## src/rtl/ctrl_ep_pkg.sv

```systemverilog
package ctrl_ep_pkg;
  localparam int REG_W = 5;

  localparam int ST_SETUP = 0;
  localparam int ST_OUT   = 1;
  localparam int ST_INRDY = 2;
  localparam int ST_NAKIN = 3;
  localparam int ST_FIFO  = 4;
  localparam int NFLAGS   = 4;

  typedef enum logic [1:0] {
    HS_ACK  = 2'd0,
    HS_NAK  = 2'd1,
    HS_DATA = 2'd2
  } hs_code_e;
endpackage

```

## src/rtl/ep_flag_cell.sv

```systemverilog
module ep_flag_cell (
  input  logic clk,
  input  logic rst_n,
  input  logic set_i,
  input  logic clr_i,
  output logic q_o
);
  // set has priority over clear
  always_ff @(posedge clk or negedge rst_n) begin
    if (!rst_n)      q_o <= 1'b0;
    else if (set_i)  q_o <= 1'b1;
    else if (clr_i)  q_o <= 1'b0;
  end
endmodule

```

## src/rtl/ep_token_arb.sv

```systemverilog
module ep_token_arb (
  input  logic setup_rx_i,
  input  logic out_rx_i,
  input  logic in_tok_i,
  input  logic f_setup_i,
  input  logic f_out_i,
  input  logic pend_i,
  output logic tok_setup_o,
  output logic out_ack_o,
  output logic out_nak_o,
  output logic in_data_o,
  output logic in_nak_o
);
  logic tok_out, tok_in, bank_busy;

  always_comb begin
    tok_setup_o = setup_rx_i;
    tok_out     = out_rx_i & ~setup_rx_i;
    tok_in      = in_tok_i & ~setup_rx_i & ~out_rx_i;
    bank_busy   = f_setup_i | f_out_i;
    out_ack_o   = tok_out & ~bank_busy;
    out_nak_o   = tok_out & bank_busy;
    in_data_o   = tok_in & pend_i;
    in_nak_o    = tok_in & ~pend_i;
  end
endmodule

```

## src/rtl/ep_bank_ctrl.sv

```systemverilog
module ep_bank_ctrl #(
  parameter int MAX_PKT = 64,
  parameter int CNT_W   = $clog2(MAX_PKT + 1)
) (
  input  logic             clk,
  input  logic             rst_n,
  input  logic             tok_setup_i,
  input  logic             tx_done_i,
  input  logic             commit_req_i,
  input  logic             release_i,
  input  logic             f_inrdy_i,
  input  logic [CNT_W-1:0] in_bytes_i,
  output logic             pend_o,
  output logic [CNT_W-1:0] tx_len_o,
  output logic             inrdy_set_o,
  output logic             inrdy_clr_o
);
  localparam logic [CNT_W-1:0] MAX_C = CNT_W'(MAX_PKT);

  logic commit, tx_sent, size_ok;

  always_comb begin
    size_ok     = in_bytes_i < MAX_C;
    commit      = commit_req_i & f_inrdy_i & size_ok & ~tok_setup_i;
    tx_sent     = tx_done_i & pend_o & ~tok_setup_i;
    inrdy_set_o = (release_i & ~pend_o & ~commit) | tx_sent;
    inrdy_clr_o = commit | tok_setup_i;
  end

  always_ff @(posedge clk or negedge rst_n) begin
    if (!rst_n) begin
      pend_o   <= 1'b0;
      tx_len_o <= '0;
    end else begin
      if (tok_setup_i)  pend_o <= 1'b0;
      else if (commit)  pend_o <= 1'b1;
      else if (tx_sent) pend_o <= 1'b0;
      if (commit) tx_len_o <= in_bytes_i;
    end
  end
endmodule

```

## src/rtl/ep_resp_gen.sv

```systemverilog
module ep_resp_gen
  import ctrl_ep_pkg::*;
(
  input  logic       clk,
  input  logic       rst_n,
  input  logic       tok_setup_i,
  input  logic       out_ack_i,
  input  logic       out_nak_i,
  input  logic       in_data_i,
  input  logic       in_nak_i,
  output logic       resp_valid_o,
  output logic [1:0] resp_code_o
);
  hs_code_e code_d;
  logic     any_tok;

  always_comb begin
    any_tok = tok_setup_i | out_ack_i | out_nak_i | in_data_i | in_nak_i;
    if (tok_setup_i || out_ack_i) code_d = HS_ACK;
    else if (in_data_i)           code_d = HS_DATA;
    else                          code_d = HS_NAK;
  end

  always_ff @(posedge clk or negedge rst_n) begin
    if (!rst_n) begin
      resp_valid_o <= 1'b0;
      resp_code_o  <= HS_ACK;
    end else begin
      resp_valid_o <= any_tok;
      if (any_tok) resp_code_o <= code_d;
    end
  end
endmodule

```

## src/rtl/ctrl_ep_hs.sv

```systemverilog
module ctrl_ep_hs
  import ctrl_ep_pkg::*;
#(
  parameter int MAX_PKT = 64,
  parameter int CNT_W   = $clog2(MAX_PKT + 1)
) (
  input  logic             clk,
  input  logic             rst_n,
  input  logic             setup_rx_i,
  input  logic             out_rx_i,
  input  logic             in_tok_i,
  input  logic             tx_done_i,
  input  logic             reg_we_i,
  input  logic [REG_W-1:0] reg_wdata_i,
  input  logic [CNT_W-1:0] in_bytes_i,
  output logic [REG_W-1:0] stat_o,
  output logic             resp_valid_o,
  output logic [1:0]       resp_code_o,
  output logic [CNT_W-1:0] tx_len_o
);
  logic tok_setup, out_ack, out_nak, in_data, in_nak;
  logic pend_q, inrdy_set, inrdy_clr, bank_release;
  logic [NFLAGS-1:0] flag_q, flag_set, flag_clr, fw_clr;

  ep_token_arb u_arb (
    .setup_rx_i (setup_rx_i),
    .out_rx_i   (out_rx_i),
    .in_tok_i   (in_tok_i),
    .f_setup_i  (flag_q[ST_SETUP]),
    .f_out_i    (flag_q[ST_OUT]),
    .pend_i     (pend_q),
    .tok_setup_o(tok_setup),
    .out_ack_o  (out_ack),
    .out_nak_o  (out_nak),
    .in_data_o  (in_data),
    .in_nak_o   (in_nak)
  );

  always_comb begin
    fw_clr = reg_we_i ? reg_wdata_i[NFLAGS-1:0] : '0;
    bank_release = ~tok_setup &
                   ((fw_clr[ST_SETUP] & flag_q[ST_SETUP]) |
                    (fw_clr[ST_OUT]   & flag_q[ST_OUT]));
    flag_set = '0;
    flag_clr = fw_clr;
    flag_set[ST_SETUP] = tok_setup;
    flag_set[ST_OUT]   = out_ack;
    flag_set[ST_INRDY] = inrdy_set;
    flag_clr[ST_INRDY] = inrdy_clr;
    flag_set[ST_NAKIN] = in_nak;
  end

  ep_bank_ctrl #(.MAX_PKT(MAX_PKT), .CNT_W(CNT_W)) u_bank (
    .clk         (clk),
    .rst_n       (rst_n),
    .tok_setup_i (tok_setup),
    .tx_done_i   (tx_done_i),
    .commit_req_i(fw_clr[ST_INRDY]),
    .release_i   (bank_release),
    .f_inrdy_i   (flag_q[ST_INRDY]),
    .in_bytes_i  (in_bytes_i),
    .pend_o      (pend_q),
    .tx_len_o    (tx_len_o),
    .inrdy_set_o (inrdy_set),
    .inrdy_clr_o (inrdy_clr)
  );

  for (genvar g = 0; g < NFLAGS; g++) begin : g_flag
    ep_flag_cell u_cell (
      .clk  (clk),
      .rst_n(rst_n),
      .set_i(flag_set[g]),
      .clr_i(flag_clr[g]),
      .q_o  (flag_q[g])
    );
  end

  ep_resp_gen u_resp (
    .clk         (clk),
    .rst_n       (rst_n),
    .tok_setup_i (tok_setup),
    .out_ack_i   (out_ack),
    .out_nak_i   (out_nak),
    .in_data_i   (in_data),
    .in_nak_i    (in_nak),
    .resp_valid_o(resp_valid_o),
    .resp_code_o (resp_code_o)
  );

  // FIFO-control bit is inert on a control endpoint: always reads zero
  always_comb begin
    stat_o = '0;
    stat_o[NFLAGS-1:0] = flag_q;
    stat_o[ST_FIFO] = 1'b0;
  end
endmodule

```

## config.mk

```make
export PLATFORM = sky130hd
export DESIGN_NAME = ctrl_ep_hs
export DESIGN_NICKNAME = d
export VERILOG_FILES = /design/src/rtl/ctrl_ep_pkg.sv /design/src/rtl/ep_flag_cell.sv /design/src/rtl/ep_token_arb.sv /design/src/rtl/ep_bank_ctrl.sv /design/src/rtl/ep_resp_gen.sv /design/src/rtl/ctrl_ep_hs.sv
export SDC_FILE = /design/constraint.sdc
export NUM_CORES = 1
export LEC_CHECK = 0
export BUFFER_PORTS_ARGS = -buffer_cell sky130_fd_sc_hd__buf_2
export CORE_MARGIN = 1.5
export CORE_UTILIZATION = 44
export CTS_CLUSTER_DIAMETER = 40
export DETAILED_ROUTE_END_ITERATION = 16
export GPL_TIMING_DRIVEN = 0
export PLACE_DENSITY = 0.77
export SYNTH_ARGS = -nofsm -noshare
export SYNTH_HDL_FRONTEND = slang
export SYNTH_HIERARCHICAL = 1
export SYNTH_SLANG_ARGS = --single-unit
```

## constraint.sdc

```tcl
create_clock -name clk -period 2.1 [get_ports clk]
set_input_delay 0.21 -clock clk [delete_from_list [all_inputs] [get_ports clk]]
set_output_delay 0.21 -clock clk [all_outputs]
set_load 0.05 [all_outputs]
```

Word level (Yosys, flattened, before mapping)
Cells that the tools add are included.
{ "totals": {"in_bits": 19, "out_inout_bits": 15, "regBits": 15, "elab_cells": 59} }
{ "classes": {"n_bitwise": 30, "order_cmp": 1, "n_reduce_logical": 6, "muxes": 14} }
{ "ops": {"columns": ["operator", "n"], "rows": [
  ["bitwise AND 1 bit", 17],
  ["two-way mux 1 bit", 11],
  ["bitwise OR 1 bit", 8],
  ["nonzero test 2 bit", 4],
  ["< comparator 7 bit, second input constant", 1],
  ["inverter 1 bit", 5],
  ["two-way mux 2 bit", 2],
  ["two-way mux 4 bit", 1],
  ["nonzero test 3 bit", 1],
  ["logical OR 1 bit", 1]
]} }

Longest topological paths before layout
{ "logic_depth": {"depth_word": 8, "mapped_depth": 5, "mapped_depth_nobuf": 5} }

Hierarchy
Netlist, hierarchy kept.
{ "modules_own_cells": {"columns": ["module", "cells_each", "n_inst", "area_per_inst_um2", "seq_area_each_um2"], "rows": [
  ["ep_bank_ctrl", 24, 1, 332.8, 200.2],
  ["ep_flag_cell", 3, 4, 36.3, 25.0],
  ["ep_resp_gen", 10, 1, 121.4, 75.1],
  ["ctrl_ep_hs", 8, 1, 57.6, 0.0],
  ["ep_token_arb", 8, 1, 55.1, 0.0]
]} }

Worst setup path before layout
Ideal clock, no wire load.
{ "synth_timing": {"kind": "register -> register", "from": "register g_flag[2].u_cell.q_o", "to": "register u_bank.tx_len_o[0]", "setup_time_ps": 125, "path_slack_ps": 581, "t_required_ps": 1975, "period_less_slack_ps": 1519, "arrival_time_ps": 1394, "n_path_buf": 1, "path_stages_with_launch": 4, "path_cell_list": "dfrtp_1 nor4bb_1 buf_4 mux2_2"} }
{ "synth_between": {"elab_chain_cells": 3} }
{ "synth_lines": {"columns": ["element", "line_no", "text"], "rows": [
  ["from (decl)", "ep_flag_cell.sv:6", "output logic q_o"],
  ["from (signal assigned)", "ep_flag_cell.sv:10", "if (!rst_n) q_o <= 1'b0;"],
  ["from (signal assigned)", "ep_flag_cell.sv:11", "else if (set_i) q_o <= 1'b1;"],
  ["from (signal assigned)", "ep_flag_cell.sv:12", "else if (clr_i) q_o <= 1'b0;"],
  ["bitwise AND 1 bit (3 in a row)", "ep_bank_ctrl.sv:24", "commit = commit_req_i & f_inrdy_i & size_ok & ~tok_setup_i;"],
  ["to (signal assigned)", "ep_bank_ctrl.sv:38", "if (commit) tx_len_o <= in_bytes_i;"],
  ["to (decl)", "ep_bank_ctrl.sv:14", "output logic [CNT_W-1:0] tx_len_o,"]
]} }
No other way between the ends.
A chain may end at the register's enable or synchronous reset.

Final worst setup path
{ "layout_timing": {"from": "register g_flag[2].u_cell.q_o", "to": "register u_bank.tx_len_o[4]"} }
The elaborated chain is that of the path after synthesis.

==> results.cfg <==
[worst_setup_path]
cp_data_arrival_time_ns = 1.42
rrSetupSlack_ns = 0.85
reg2regPathDepth = 3
required_ns = 2.26
crit_path_top_delay_cell = dfrtp_1
crit_buf_inv = 1
crit_path_start_kind = flip-flop
end_kind = flip-flop
worstReg2RegStart = g_flag[2].u_cell/q_o
cp_max_fo = 9
worst_path_largest_cell_delay_ns = 0.38
cp_cell_sequence = nor4bb_1, buf_4, mux2_2
critical_path_class = reg2reg
path_delay_family = flip-flops
r2r_end = u_bank/tx_len_o[4]

[job]
max-cap-violations = 0

[logic_synthesis]
syn-num-nets = 81
synthDistinctLibCells = 24
synth-seq-cells = 15
ys_async_sr_fraction_pct = 100
syn_avg_cell_area_um2 = 11.5
ys_warn_count = 6
yosys_most_used_dff = dfrtp_1
synth_area_leaders = dfrtp_1, mux2_2, a21o_1, buf_4, nor3_2
ys_seq_area_share_pct = 52.7
synth_top_area_cell = dfrtp_1
syn_area_um2 = 712
synth_top_area_share_pct = 52.7
syn_inst = 62
synth_edf_count = 0

[finish]
final_nets = 118
synthToLayoutAreaGrowth_pct = 29.7
fillCellCount = 127
multiInputGateArea_um2 = 299
diodes = 0
drive_above_1_share_pct = 51.0
regArea_um2 = 375

[sta]
min_period_ns = 1.25
slew_viol_final = 0
setup_tns_ns = 0
fin_ws_ns = 0.845
finalSetupViolations = 0
hold_viol_final = 0
max_freq_mhz = 797
rsz0062_at_grt = no
finalCritPeriodShare_pct = 59.7
finClkSkew_ns = 0.00373

[clock_network]
clock_latency_ns = 0.28
root_buffer = clkbuf_4
clock_sinks = 15
path_clk_slew_ns = 0.08
h-tree-depth = 1
post_cts_buffers = 0
clock_path_buffers = 2
cts_tree = built
cts_buffers = 3
cts_resized = 0

[routing]
vias_per_cell = 5.02
dr.pass1.iters = 2
drtAntennaViolNets = 0
drc = 0
drt-total-wl_mm = 1.29
wl_per_cell_um = 11.3
drt_iter0_drc = 2
via_count = 572

[place]
gp_congestion = 0.798
io_buffer_count = 31
dp_slack_ns = 0.658
dp_hpwl_um = 982

[die]
die_w_um = 43.2
core_um2 = 1510
die_h_um = 43.2
io_pins = 34
die-area_um2 = 1870
start_util_pct = 47.3
row_count = 14

[pwr]
ir_drop_mv = 0.637
power_density_nw_per_um2 = 833
p_leak_nw = 0.504

[run_status]
outcome = finished, final reports clean

[global_routing]
grt_first_pass_wirelength_mm = 2.17
grt.overflow.total = 0
antenna_found_initial = 0
grtUsageTotal_pct = 15.8
grt_start_max_net_pins = 16
grt_pass1_vias = 545

[min_path]
min_from = in_bytes_i[1]
hold_depth = 2
hold_path.class = in2reg
hold_end = u_bank/tx_len_o[1]
==> state kept, by name, summed over array words and instances, names as in the netlist <==
name,cells
u_bank/tx_len_o,7
g_flag.u_cell/q_o,4
u_resp/resp_code_o,2
u_resp/resp_valid_o,1
u_bank/pend_o,1
==> cell usage in the layout (no fill, tap or decap), drive strengths merged <==
| cell | netlist | final |
|---|---|---|
| a21o | 4 | 4 |
| a22oi | 1 | 1 |
| and2 | 4 | 4 |
| buf | 3 | 34 |
| clkbuf | 0 | 4 |
| conb | 1 | 1 |
| dfrtp | 15 | 15 |
| dlygate4sd3 | 0 | 1 |
| inv | 4 | 4 |
| mux2 | 6 | 6 |
| nand2 | 4 | 4 |
| nand2b | 2 | 2 |
| nor2 | 4 | 4 |
| nor2b | 1 | 1 |
| nor3 | 3 | 3 |
| nor3b | 3 | 3 |
| nor4b | 1 | 1 |
| nor4bb | 1 | 1 |
| o21a | 1 | 1 |
| o21bai | 1 | 1 |
| o22ai | 1 | 1 |
| o31a | 1 | 1 |
| or2 | 1 | 1 |
==> worst max-delay path by stage <==
stage | startpoint | endpoint | slack [ns] | cells past startpoint
global placement | setup_rx_i | u_bank/tx_len_o[0] | 0.67 | 5
global route | g_flag[2].u_cell/q_o | u_bank/tx_len_o[4] | 0.73 | 3
detailed placement | setup_rx_i | u_bank/tx_len_o[0] | 0.66 | 5
floorplan | g_flag[2].u_cell/q_o | u_bank/tx_len_o[0] | 0.58 | 3
finish | g_flag[2].u_cell/q_o | u_bank/tx_len_o[4] | 0.85 | 3
CTS | g_flag[2].u_cell/q_o | u_bank/tx_len_o[0] | 0.83 | 3
==> cells by family after synthesis <==
| group | Yosys count | share of synthesized area (%) |
|---|---|---|
| buffers and inverters | 7 | 5.27 |
| and+or+nand+nor | 24 | 22.3 |
| muxes | 6 | 9.49 |
| AOI/OAI and AO/OA | 9 | 9.67 |
| DFF | 15 | 52.7 |
| other | 1 | 0.527 |
==> worst register-to-register path, cell delays in order (launching register included) <==
cell,delay (ns)
dfrtp_1,0.38
nor4bb_1,0.21
buf_4,0.22
mux2_2,0.34
==> cell usage after synthesis, types with 2 or more instances <==
library cell and count:
and2_1 3, a21o_1 4, nand2_1 4, mux2_2 6
buf_4 3, nor2_1 4, inv_1 4, nand2b_1 2
dfrtp_1 15, nor3b_1 2, nor3_2 2
==> routing by layer <==
layer	track usage, %	share of wire (%)
met5	0	0
met4	4.85	0
met3	6.81	8.9
met2	24.8	46
met1	19.6	45
==> repair_timing <==
item	in CTS	in global routing
setup endpoints to repair	0	0
hold buffers	1	0
endpoints found under the hold margin	15	0
==> final cells by class <==
cell class                 count  share of cell area [%]
clock buffer                   4                    2.85
multi-input combinational     40                    32.4
sequential                    15                    40.7
timing repair buffer          32                    17.9
inverter                       4                    1.63
tap                           16                    2.17
buffer                         3                    2.44
==> per-stage QoR <==
step | std cells | hold slack [ns] | power [mW] | area (um2) | util [%]
after floorplan | 62 | -0.0856 | 0.546 | 712 | -
after global placement | 109 | 0.128 | 0.613 | 887 | 58.9
after detailed placement | 109 | 0.131 | 0.618 | 887 | 58.9
after CTS | 114 | 0.149 | 0.781 | 923 | 61.3
after global routing | 114 | 0.141 | 0.807 | 923 | 61.3
final | 114 | 0.159 | 0.769 | 923 | 61.3
==> where the power goes <==
part           switching [mW]  internal [mW]
combinational           0.187         0.0773
sequential             0.0212          0.326
clock                  0.0837         0.0736
total                   0.292          0.477
Power figures use the tool's default switching activity.
